<file path="src/rtl/mdc_pkg.sv">
package mdc_pkg;

    localparam int ADDR_W   = 2;
    localparam int FLAG_BIT = 7;
    localparam int SEL_W    = 2;
    localparam int PCNT_W   = 4;

    typedef enum logic [ADDR_W-1:0] {
        ADR_CTRL   = 2'd0,
        ADR_FLAG   = 2'd1,
        ADR_COUNT  = 2'd2,
        ADR_RELOAD = 2'd3
    } reg_addr_e;

    typedef struct packed {
        logic             irq_en;
        logic [SEL_W-1:0] div_sel;
        logic             reload_mode;
        logic             run;
    } ctrl_t;

    localparam int CTRL_W = $bits(ctrl_t);

    typedef struct packed {
        logic cnt_wr;
        logic cnt_rd;
        logic flag_w1c;
    } access_t;

    // last divider phase for a select code: N-1 with N = 1, 4, 8, 16
    function automatic logic [PCNT_W-1:0] div_last(input logic [SEL_W-1:0] sel);
        logic [PCNT_W-1:0] r;
        case (sel)
            2'd0:    r = 4'd0;
            2'd1:    r = 4'd3;
            2'd2:    r = 4'd7;
            default: r = 4'd15;
        endcase
        return r;
    endfunction

endpackage

</file>
<file path="src/rtl/mdc_prescaler.sv">
module mdc_prescaler
    import mdc_pkg::*;
(
    input  logic             clk,
    input  logic             rst,
    input  logic             run,
    input  logic             restart,
    input  logic [SEL_W-1:0] div_sel,
    output logic             tick
);

    logic [PCNT_W-1:0] phase;
    logic [PCNT_W-1:0] last;

    assign last = div_last(div_sel);
    assign tick = run && (phase >= last);

    always_ff @(posedge clk) begin
        if (rst || !run || restart) begin
            phase <= '0;
        end else if (phase >= last) begin
            phase <= '0;
        end else begin
            phase <= phase + 1'b1;
        end
    end

    // with a divider above one, two ticks never come back to back
    a_r2_no_double_tick: assert property (@(posedge clk) disable iff (rst)
        (tick && div_sel != 2'd0) |=> (!tick || div_sel == 2'd0));

    // no tick while halted
    a_r12_halt_no_tick: assert property (@(posedge clk) disable iff (rst)
        !run |-> !tick);

endmodule

</file>
<file path="src/rtl/mdc_counter.sv">
module mdc_counter #(
    parameter int W = 16
) (
    input  logic         clk,
    input  logic         rst,
    input  logic         tick,
    input  logic         load_wr,
    input  logic [W-1:0] load_data,
    input  logic         reload_mode,
    output logic [W-1:0] count,
    output logic [W-1:0] reload_val,
    output logic         zero_evt
);

    localparam logic [W-1:0] ONE = W'(1);

    logic at_zero;

    assign at_zero  = (count == '0);
    assign zero_evt = tick && !load_wr && (count == ONE);

    always_ff @(posedge clk) begin
        if (rst) begin
            count      <= '0;
            reload_val <= '0;
        end else if (load_wr) begin
            count      <= load_data;
            reload_val <= load_data;
        end else if (tick) begin
            if (!at_zero) begin
                count <= count - ONE;
            end else if (reload_mode) begin
                count <= reload_val;
            end
        end
    end

    // a load lands in the count on the next cycle
    a_r3_load_lands: assert property (@(posedge clk) disable iff (rst)
        load_wr |=> (count == $past(load_data)));

    // without tick or load the count is frozen
    a_r2_stable_between_ticks: assert property (@(posedge clk) disable iff (rst)
        (!load_wr && !tick) |=> $stable(count));

    // single-shot mode parks at zero
    a_r9_oneshot_parks: assert property (@(posedge clk) disable iff (rst)
        (at_zero && !reload_mode && !load_wr) |=> (count == '0));

    // reload mode restarts from the stored value
    a_r9_reload_restarts: assert property (@(posedge clk) disable iff (rst)
        (at_zero && reload_mode && tick && !load_wr) |=> (count == $past(reload_val)));

endmodule

</file>
<file path="src/rtl/mdc_flag.sv">
module mdc_flag
    import mdc_pkg::*;
(
    input  logic    clk,
    input  logic    rst,
    input  logic    set_evt,
    input  logic    fast_clr_en,
    input  access_t acc,
    output logic    flag
);

    logic clr;

    always_comb begin
        if (fast_clr_en) begin
            clr = acc.cnt_wr || acc.cnt_rd;
        end else begin
            clr = acc.flag_w1c;
        end
    end

    always_ff @(posedge clk) begin
        if (rst) begin
            flag <= 1'b0;
        end else if (set_evt) begin
            flag <= 1'b1;
        end else if (clr) begin
            flag <= 1'b0;
        end
    end

    // a set event always leaves the flag high
    a_r8_set_wins: assert property (@(posedge clk) disable iff (rst)
        set_evt |=> flag);

    // fast mode ignores write-one on the flag bit
    a_r6_fast_ignores_w1c: assert property (@(posedge clk) disable iff (rst)
        (fast_clr_en && flag && !acc.cnt_wr && !acc.cnt_rd) |=> flag);

    // normal mode write-one clears
    a_r5_w1c_clears: assert property (@(posedge clk) disable iff (rst)
        (!fast_clr_en && acc.flag_w1c && !set_evt) |=> !flag);

    // fast mode count access clears
    a_r7_access_clears: assert property (@(posedge clk) disable iff (rst)
        (fast_clr_en && (acc.cnt_wr || acc.cnt_rd) && !set_evt) |=> !flag);

endmodule

</file>
<file path="src/rtl/mdc_regs.sv">
module mdc_regs
    import mdc_pkg::*;
#(
    parameter int W = 16
) (
    input  logic              clk,
    input  logic              rst,
    input  logic [ADDR_W-1:0] addr,
    input  logic              wr_en,
    input  logic              rd_en,
    input  logic [W-1:0]      wdata,
    input  logic [W-1:0]      count,
    input  logic [W-1:0]      reload_val,
    input  logic              flag,
    output ctrl_t             ctrl,
    output access_t           acc,
    output logic [W-1:0]      load_data,
    output logic [W-1:0]      rdata
);

    reg_addr_e sel;

    assign sel          = reg_addr_e'(addr);
    assign load_data    = wdata;
    assign acc.cnt_wr   = wr_en && (sel == ADR_COUNT);
    assign acc.cnt_rd   = rd_en && (sel == ADR_COUNT);
    assign acc.flag_w1c = wr_en && (sel == ADR_FLAG) && wdata[FLAG_BIT];

    always_ff @(posedge clk) begin
        if (rst) begin
            ctrl <= '0;
        end else if (wr_en && sel == ADR_CTRL) begin
            ctrl <= ctrl_t'(wdata[CTRL_W-1:0]);
        end
    end

    always_comb begin
        rdata = '0;
        unique case (sel)
            ADR_CTRL:   rdata[CTRL_W-1:0] = ctrl;
            ADR_FLAG:   rdata[FLAG_BIT]   = flag;
            ADR_COUNT:  rdata             = count;
            ADR_RELOAD: rdata             = reload_val;
        endcase
    end

    // flag register read carries nothing but the flag bit
    a_r11_flag_read_clean: assert property (@(posedge clk) disable iff (rst)
        (sel == ADR_FLAG) |-> ($countones(rdata) == (flag ? 1 : 0)));

endmodule

</file>
<file path="src/rtl/mdc_top.sv">
module mdc_top
    import mdc_pkg::*;
#(
    parameter int W = 16
) (
    input  logic              clk,
    input  logic              rst,
    input  logic              fast_clr_en,
    input  logic [ADDR_W-1:0] addr,
    input  logic              wr_en,
    input  logic              rd_en,
    input  logic [W-1:0]      wdata,
    output logic [W-1:0]      rdata,
    output logic [W-1:0]      count,
    output logic              flag,
    output logic              irq
);

    ctrl_t        ctrl;
    access_t      acc;
    logic [W-1:0] load_data;
    logic [W-1:0] reload_val;
    logic         tick;
    logic         zero_evt;

    mdc_regs #(.W(W)) u_regs (
        .clk        (clk),
        .rst        (rst),
        .addr       (addr),
        .wr_en      (wr_en),
        .rd_en      (rd_en),
        .wdata      (wdata),
        .count      (count),
        .reload_val (reload_val),
        .flag       (flag),
        .ctrl       (ctrl),
        .acc        (acc),
        .load_data  (load_data),
        .rdata      (rdata)
    );

    mdc_prescaler u_pre (
        .clk     (clk),
        .rst     (rst),
        .run     (ctrl.run),
        .restart (acc.cnt_wr),
        .div_sel (ctrl.div_sel),
        .tick    (tick)
    );

    mdc_counter #(.W(W)) u_cnt (
        .clk         (clk),
        .rst         (rst),
        .tick        (tick),
        .load_wr     (acc.cnt_wr),
        .load_data   (load_data),
        .reload_mode (ctrl.reload_mode),
        .count       (count),
        .reload_val  (reload_val),
        .zero_evt    (zero_evt)
    );

    mdc_flag u_flag (
        .clk         (clk),
        .rst         (rst),
        .set_evt     (zero_evt),
        .fast_clr_en (fast_clr_en),
        .acc         (acc),
        .flag        (flag)
    );

    assign irq = flag && ctrl.irq_en;

    // first cycle out of reset shows an idle block
    a_r1_reset_state: assert property (@(posedge clk) disable iff (rst)
        $past(rst) |-> (count == '0 && !flag && !irq));

    // no request without a pending flag
    a_r10_irq_needs_flag: assert property (@(posedge clk) disable iff (rst)
        irq |-> flag);

    // the flag only rises when the count has just reached zero
    a_r4_flag_rise_at_zero: assert property (@(posedge clk) disable iff (rst)
        $rose(flag) |-> (count == '0));

endmodule

</file>
<file path="config.mk">
export PLATFORM = sky130hd
export DESIGN_NAME = mdc_top
export DESIGN_NICKNAME = d
export VERILOG_FILES = /design/src/rtl/mdc_pkg.sv /design/src/rtl/mdc_prescaler.sv /design/src/rtl/mdc_counter.sv /design/src/rtl/mdc_flag.sv /design/src/rtl/mdc_regs.sv /design/src/rtl/mdc_top.sv
export SDC_FILE = /design/constraint.sdc
export NUM_CORES = 1
export LEC_CHECK = 0
export ABC_AREA = 0
export BUFFER_PORTS_ARGS = -buffer_cell sky130_fd_sc_hd__buf_2
export CAP_MARGIN = 20
export CORE_ASPECT_RATIO = 0.8
export CORE_MARGIN = 2
export CORE_UTILIZATION = 45
export DETAILED_ROUTE_END_ITERATION = 6
export GPL_ROUTABILITY_DRIVEN = 0
export PLACE_DENSITY = 0.73
export SLEW_MARGIN = 5
export SYNTH_ARGS = -nofsm -noshare
export SYNTH_HDL_FRONTEND = slang
export SYNTH_HIERARCHICAL = 1
export SYNTH_SLANG_ARGS = --single-unit
</file>
<file path="constraint.sdc">
create_clock -name clk -period 6 [get_ports clk]
set_input_delay 0.9 -clock clk [delete_from_list [all_inputs] [get_ports clk]]
set_output_delay 0.9 -clock clk [all_outputs]
set_load 0.03 [all_outputs]
</file>
## Word-level counts from Yosys, hierarchy flattened

Index checks and enable logic that the tools add are counted.

| storage, ports and cells | value |
|---|---|
| ROM bits | 0 |
| latch bits | 0 |
| logic and storage cells | 51 |
| register bits | 42 |
| memories kept | 0 |
| RAM bits | 0 |
| output and inout bits | 34 |

| cells by class | value |
|---|---|
| add/sub/neg operators | 2 |
| equality and inequality tests | 7 |
| divide/modulo/power cells | 0 |
| magnitude comparators | 1 |
| bitwise gates (word level) | 0 |
| multiplexer cells | 12 |
| multipliers | 0 |
| reductions and logical operators | 21 |
| shifts and indexed selects | 0 |

Operator list:

| kind | count |
|---|---|
| $mux W16 | 4 |
| $eq A16 B1 Y1 const B | 1 |
| $logic_not A16 Y1 | 1 |
| $pmux W8 S2 | 1 |
| $sub A16 B1 Y16 const B | 1 |
| $pmux W5 S3 | 1 |
| $pmux W4 S3 | 1 |
| $logic_and A1 B1 Y1 | 9 |
| $eq A2 B2 Y1 const B | 3 |
| $add A4 B1 Y4 const B | 1 |
| $eq A2 B1 Y1 const B | 2 |
| $ge A4 B4 Y1 | 1 |
| $logic_not A2 Y1 | 2 |
| $pmux W2 S2 | 1 |
| $reduce_bool A2 Y1 | 2 |
| $logic_or A1 B1 Y1 | 3 |
| $mux W1 | 3 |
| $ne A3 B2 Y1 const B | 1 |
| $pmux W1 S3 | 1 |
| $logic_not A1 Y1 | 2 |
| $reduce_and A2 Y1 | 1 |
| $reduce_or A2 Y1 | 1 |

## Logic depth before layout (Yosys ltp)

| logic depth | value |
|---|---|
| word-level depth | 7 |
| mapped depth | 12 |
| depth with buffers taken out | 11 |

## By module

Netlist, hierarchy kept.

By module, submodules not included:

| module | instances | area an instance (sq um) | cells an instance |
|---|---|---|---|
| mdc_counter | 1 | 1974.4 | 236 |
| mdc_regs | 1 | 695.7 | 78 |
| mdc_prescaler | 1 | 282.8 | 29 |
| mdc_flag | 1 | 50.0 | 5 |
| mdc_top | 1 | 6.3 | 1 |

## Worst setup path after synthesis

OpenSTA, ideal clock, no wires.

| path | value |
|---|---|
| path type | input-to-output |
| from | in addr[1] |
| to | out rdata[10] |
| slack | 3.387 ns |
| arrival time | 1.713 ns |
| cell stages on the path | 3 |
| buffers on the path | 2 |
| cells stage by stage | buf_4 clkbuf_1 nor2b_1 |

| between the ends | value |
|---|---|
| word-level cells in the longest chain between the ends | 2 |
| elaborated cells on any way between the ends | 3 |

Ends and longest elaborated chain:

| element | line | text |
|---|---|---|
| start, declared | mdc_top.sv:9 | `input logic [ADDR_W-1:0] addr,` |
| $eq A2 B2 Y1 | mdc_regs.sv:39 | `unique case (sel)` |
| $pmux W8 S2 (*) | mdc_regs.sv:39 |  |
| end, declared | mdc_top.sv:13 | `output logic [W-1:0] rdata,` |

Mark *: on every way between the ends. The rest lies on a longest branch, timed or not.

## Worst setup path in the final report

| path | value |
|---|---|
| from | reg, netlist name u_regs/ctrl[3] |
| to | reg u_cnt.count[13] |

| between the ends | value |
|---|---|
| word-level cells in the longest chain between the ends | 6 |
| elaborated cells on any way between the ends | 8 |

Ends and longest elaborated chain:

| element | line | text |
|---|---|---|
| $eq A2 B2 Y1 (tied with other cells) | mdc_pkg.sv:33 | `case (sel)` |
| $pmux W4 S3 (*) | mdc_pkg.sv:33 |  |
| $ge A4 B4 Y1 (*) | mdc_prescaler.sv:16 | `assign tick = run && (phase >= last);` |
| $logic_and A1 B1 Y1 (*) | mdc_prescaler.sv:16 |  |
| via tick | mdc_top.sv:23 | `logic tick;` |
| $reduce_bool A2 Y1 (no line) (*) | - |  |
| $reduce_and A2 Y1 (no line) (*) | - |  |
| end signal, assigned | mdc_counter.sv:27 | `count <= load_data;` |
| end signal, assigned | mdc_counter.sv:31 | `count <= count - ONE;` |
| end signal, assigned | mdc_counter.sv:33 | `count <= reload_val;` |
| end, declared | mdc_counter.sv:10 | `output logic [W-1:0] count,` |

The timed path passes the listed nets; every way through them passes the cells marked *.
A chain may end at the register's enable or synchronous reset.

==> results.json <==
{
  "relSlewSlack_pct": 32.7,
  "core_um2": 6440,
  "syn_to_final_growth_pct": 8.07,
  "crit_required_ns": 6.20,
  "syn-cell-area_um2": 3010,
  "ff2ff_setup_slack_ns": 2.68,
  "port_buffers": 56,
  "syn-num-nets": 380,
  "cpPeakStageDelay_ns": 0.57,
  "r2r-start": "u_regs/ctrl[3]",
  "grt_remaining_overflow": 0,
  "io_pins": 57,
  "start_util_pct": 46.7,
  "power_mw": 0.731,
  "row_count": 26,
  "n_antenna_cell": 0,
  "crit_path_end": "u_cnt/count[13]",
  "wirelength_um": 7530,
  "hp-class": "reg -> reg",
  "ys_seq_area_share_pct": 27.9,
  "hp-start": "u_cnt/reload_val[8]",
  "slowest_stage": "o21a_1",
  "dieArea_um2": 7360,
  "drc": 0,
  "finalClockSkew_ns": 0.00383,
  "power_density_nw_per_um2": 225,
  "ant_nets": 0,
  "reg2regPathDepth": 10,
  "cts.sinks": 42,
  "ys_top_cells_by_count": "42 x dfxtp_1, 25 x mux2i_1, 22 x nor2_1, 21 x nand2_1",
  "post_drt_via_cell_ratio": 5.75,
  "synth_top_area_cell": "dfxtp_1",
  "setup-violations-final": 0,
  "die_y_um": 77.1,
  "tightest_slew_ns": 1.01,
  "period_needed_ns": 3.32,
  "drt-wirelength-per-cell_um": 16.4,
  "grt_usage_pct": 20.8,
  "crit_chain": "or2_2 > inv_1 > ha_1 > o211ai_2 > a21oi_4 > o21a_1 > clkinv_1 > a31oi_4 > o21ai_0 > a221oi_2",
  "synth_flop_cell": "dfxtp_1",
  "vias": 2641,
  "tns_ns": 0,
  "grt_pass1_vias": 2505,
  "max_freq_ghz": 0.301,
  "synth_cell_types": 65,
  "ctsResizeCount": 0,
  "startpoint": "u_regs/ctrl[3]",
  "syn_inst": 349,
  "rr_endpoint": "u_cnt/count[13]",
  "rsz0062_at_grt": "no",
  "yosysWarnings": 6,
  "peakVddDrop_mv": 0.0871,
  "drv_slew": 0,
  "clkLatencyLatePin_ns": 0.29,
  "fin_util_pct": 50.5,
  "critical_path_arrival_ns": 3.52,
  "hold-worst-slack_ns": 0.495,
  "avgSynthCellArea_um2": 8.62,
  "synth_top_area_share_pct": 27.9,
  "async_flop_share_pct": 0,
  "grt_pass1_wl_um": 12300,
  "p_leak_nw": 1.34,
  "startpoint_type": "flop",
  "outcome": "completed",
  "ys_seq_elements": 42,
  "cts_made_buffers": 5,
  "die_x_um": 95.4,
  "crit_type": "reg -> reg",
  "synthTopCellsByArea": "dfxtp_1 28%, mux2i_1 8.3%, buf_4 4.5%, nand2b_1 4.0%, ha_1 3.3%",
  "synth.most_common_cell": "dfxtp_1",
  "clockBufferDepth": 2,
  "min_path_cells": 2,
  "clkTransAtPathRegs_ns": 0.08,
  "max_cap_viol_count": 0,
  "cts_hold_buf": 0,
  "hold_viol": 0,
  "drt_iter0_drc": 208,
  "cp-end-kind": "flop",
  "period_share_pct": 55.3,
  "h-tree-depth": 2,
  "dr.pass1.iters": 4,
  "fin_nets": 405,
  "cts_tree": "done",
  "drive_gt1_share_pct": 25.3,
  "grt_antenna_before_repair": 0,
  "dp_hpwl_um": 5240,
  "grt_max_degree": 54,
  "synth_edf_count": 0,
  "post-cts-setup-buffers": 0,
  "path_max_fanout": 16,
  "cts_root_buf": "clkbuf_8"
}
-- routing by layer --
metal / track usage, % / vias up / part of all wire (%)
met3: 4.52 / 7 / 5.9
met5: 0 / - / 0
met4: 5.57 / 0 / 1.0
li1: - / 1304 / -
met2: 32.2 / 75 / 45
met1: 29.1 / 1255 / 48
-- sequential cells by signal (all words and copies together), names as in the netlist --
register,flops
u_cnt/count,16
u_cnt/reload_val,16
u_flag/flag,1
u_pre/phase,4
u_regs/ctrl,5
-- worst min-delay path by stage --
stage,end,slack [ns]
after floorplan,u_pre/phase[0],0.45
after global placement,u_regs/ctrl[4],0.47
after detailed placement,u_cnt/reload_val[8],0.49
after CTS,u_cnt/reload_val[8],0.50
after global routing,u_pre/phase[0],0.52
final,u_cnt/reload_val[8],0.50
-- kinds of logic (layout without fill, tap and decap cells) --
group,Yosys count,after routing,synth area share [%]
AOI/OAI and AO/OA,81,81,21.1
xor gates and xnor gates,7,7,2.04
adders and majority gates,8,8,3.33
buffers and inverters,53,79,9.69
DFF,42,42,27.9
muxes,32,32,10.9
and+or+nand+nor,126,126,24.9
-- area by class of cell --
| class | count | area [um2] |
|---|---|---|
| clock inverter | 1 | 5.00 |
| timing repair buffer | 56 | 280 |
| sequential | 42 | 841 |
| inverter | 15 | 56.3 |
| multi-input combinational | 254 | 1880 |
| fill | 637 | 3190 |
| tap | 84 | 105 |
| clock buffer | 7 | 86.3 |
-- worst max-delay path, delay by kind of cell, from the launching register on --
kind                     cells  cell delay (ns)
AO/OA/AOI/OAI                6             1.80
buffers and inverters        2             0.56
AND/OR/NAND/NOR              1             0.32
adder cells (fa/ha/maj)      1             0.19
flip-flops                   1             0.35
-- power breakdown --
part	internal, mW	switching [mW]	total [mW]
combinational	0.0833	0.146	0.230
sequential	0.291	0.0224	0.313
clock	0.0929	0.0948	0.188
total	0.467	0.263	0.731
-- stage by stage --
step	std cells	worst slack (ns)	instance area [um2]
after CTS	459	2.71	3250
after global placement	451	2.84	3160
after detailed placement	451	2.76	3160
after global routing	459	2.47	3250
final	459	2.68	3250
after floorplan	349	3.39	3010
-- cell usage in the layout (no fill, tap or decap), types with 8 or more instances in the layout --
cell type and n:
buf_2 56, dfxtp_1 42, mux2i_1 25, nor2_1 22, nand2_1 21, a21oi_1 19, nand2b_1 19, inv_1 14
nor2b_1 12, ha_1 8
(Power assumes the default switching activity.)
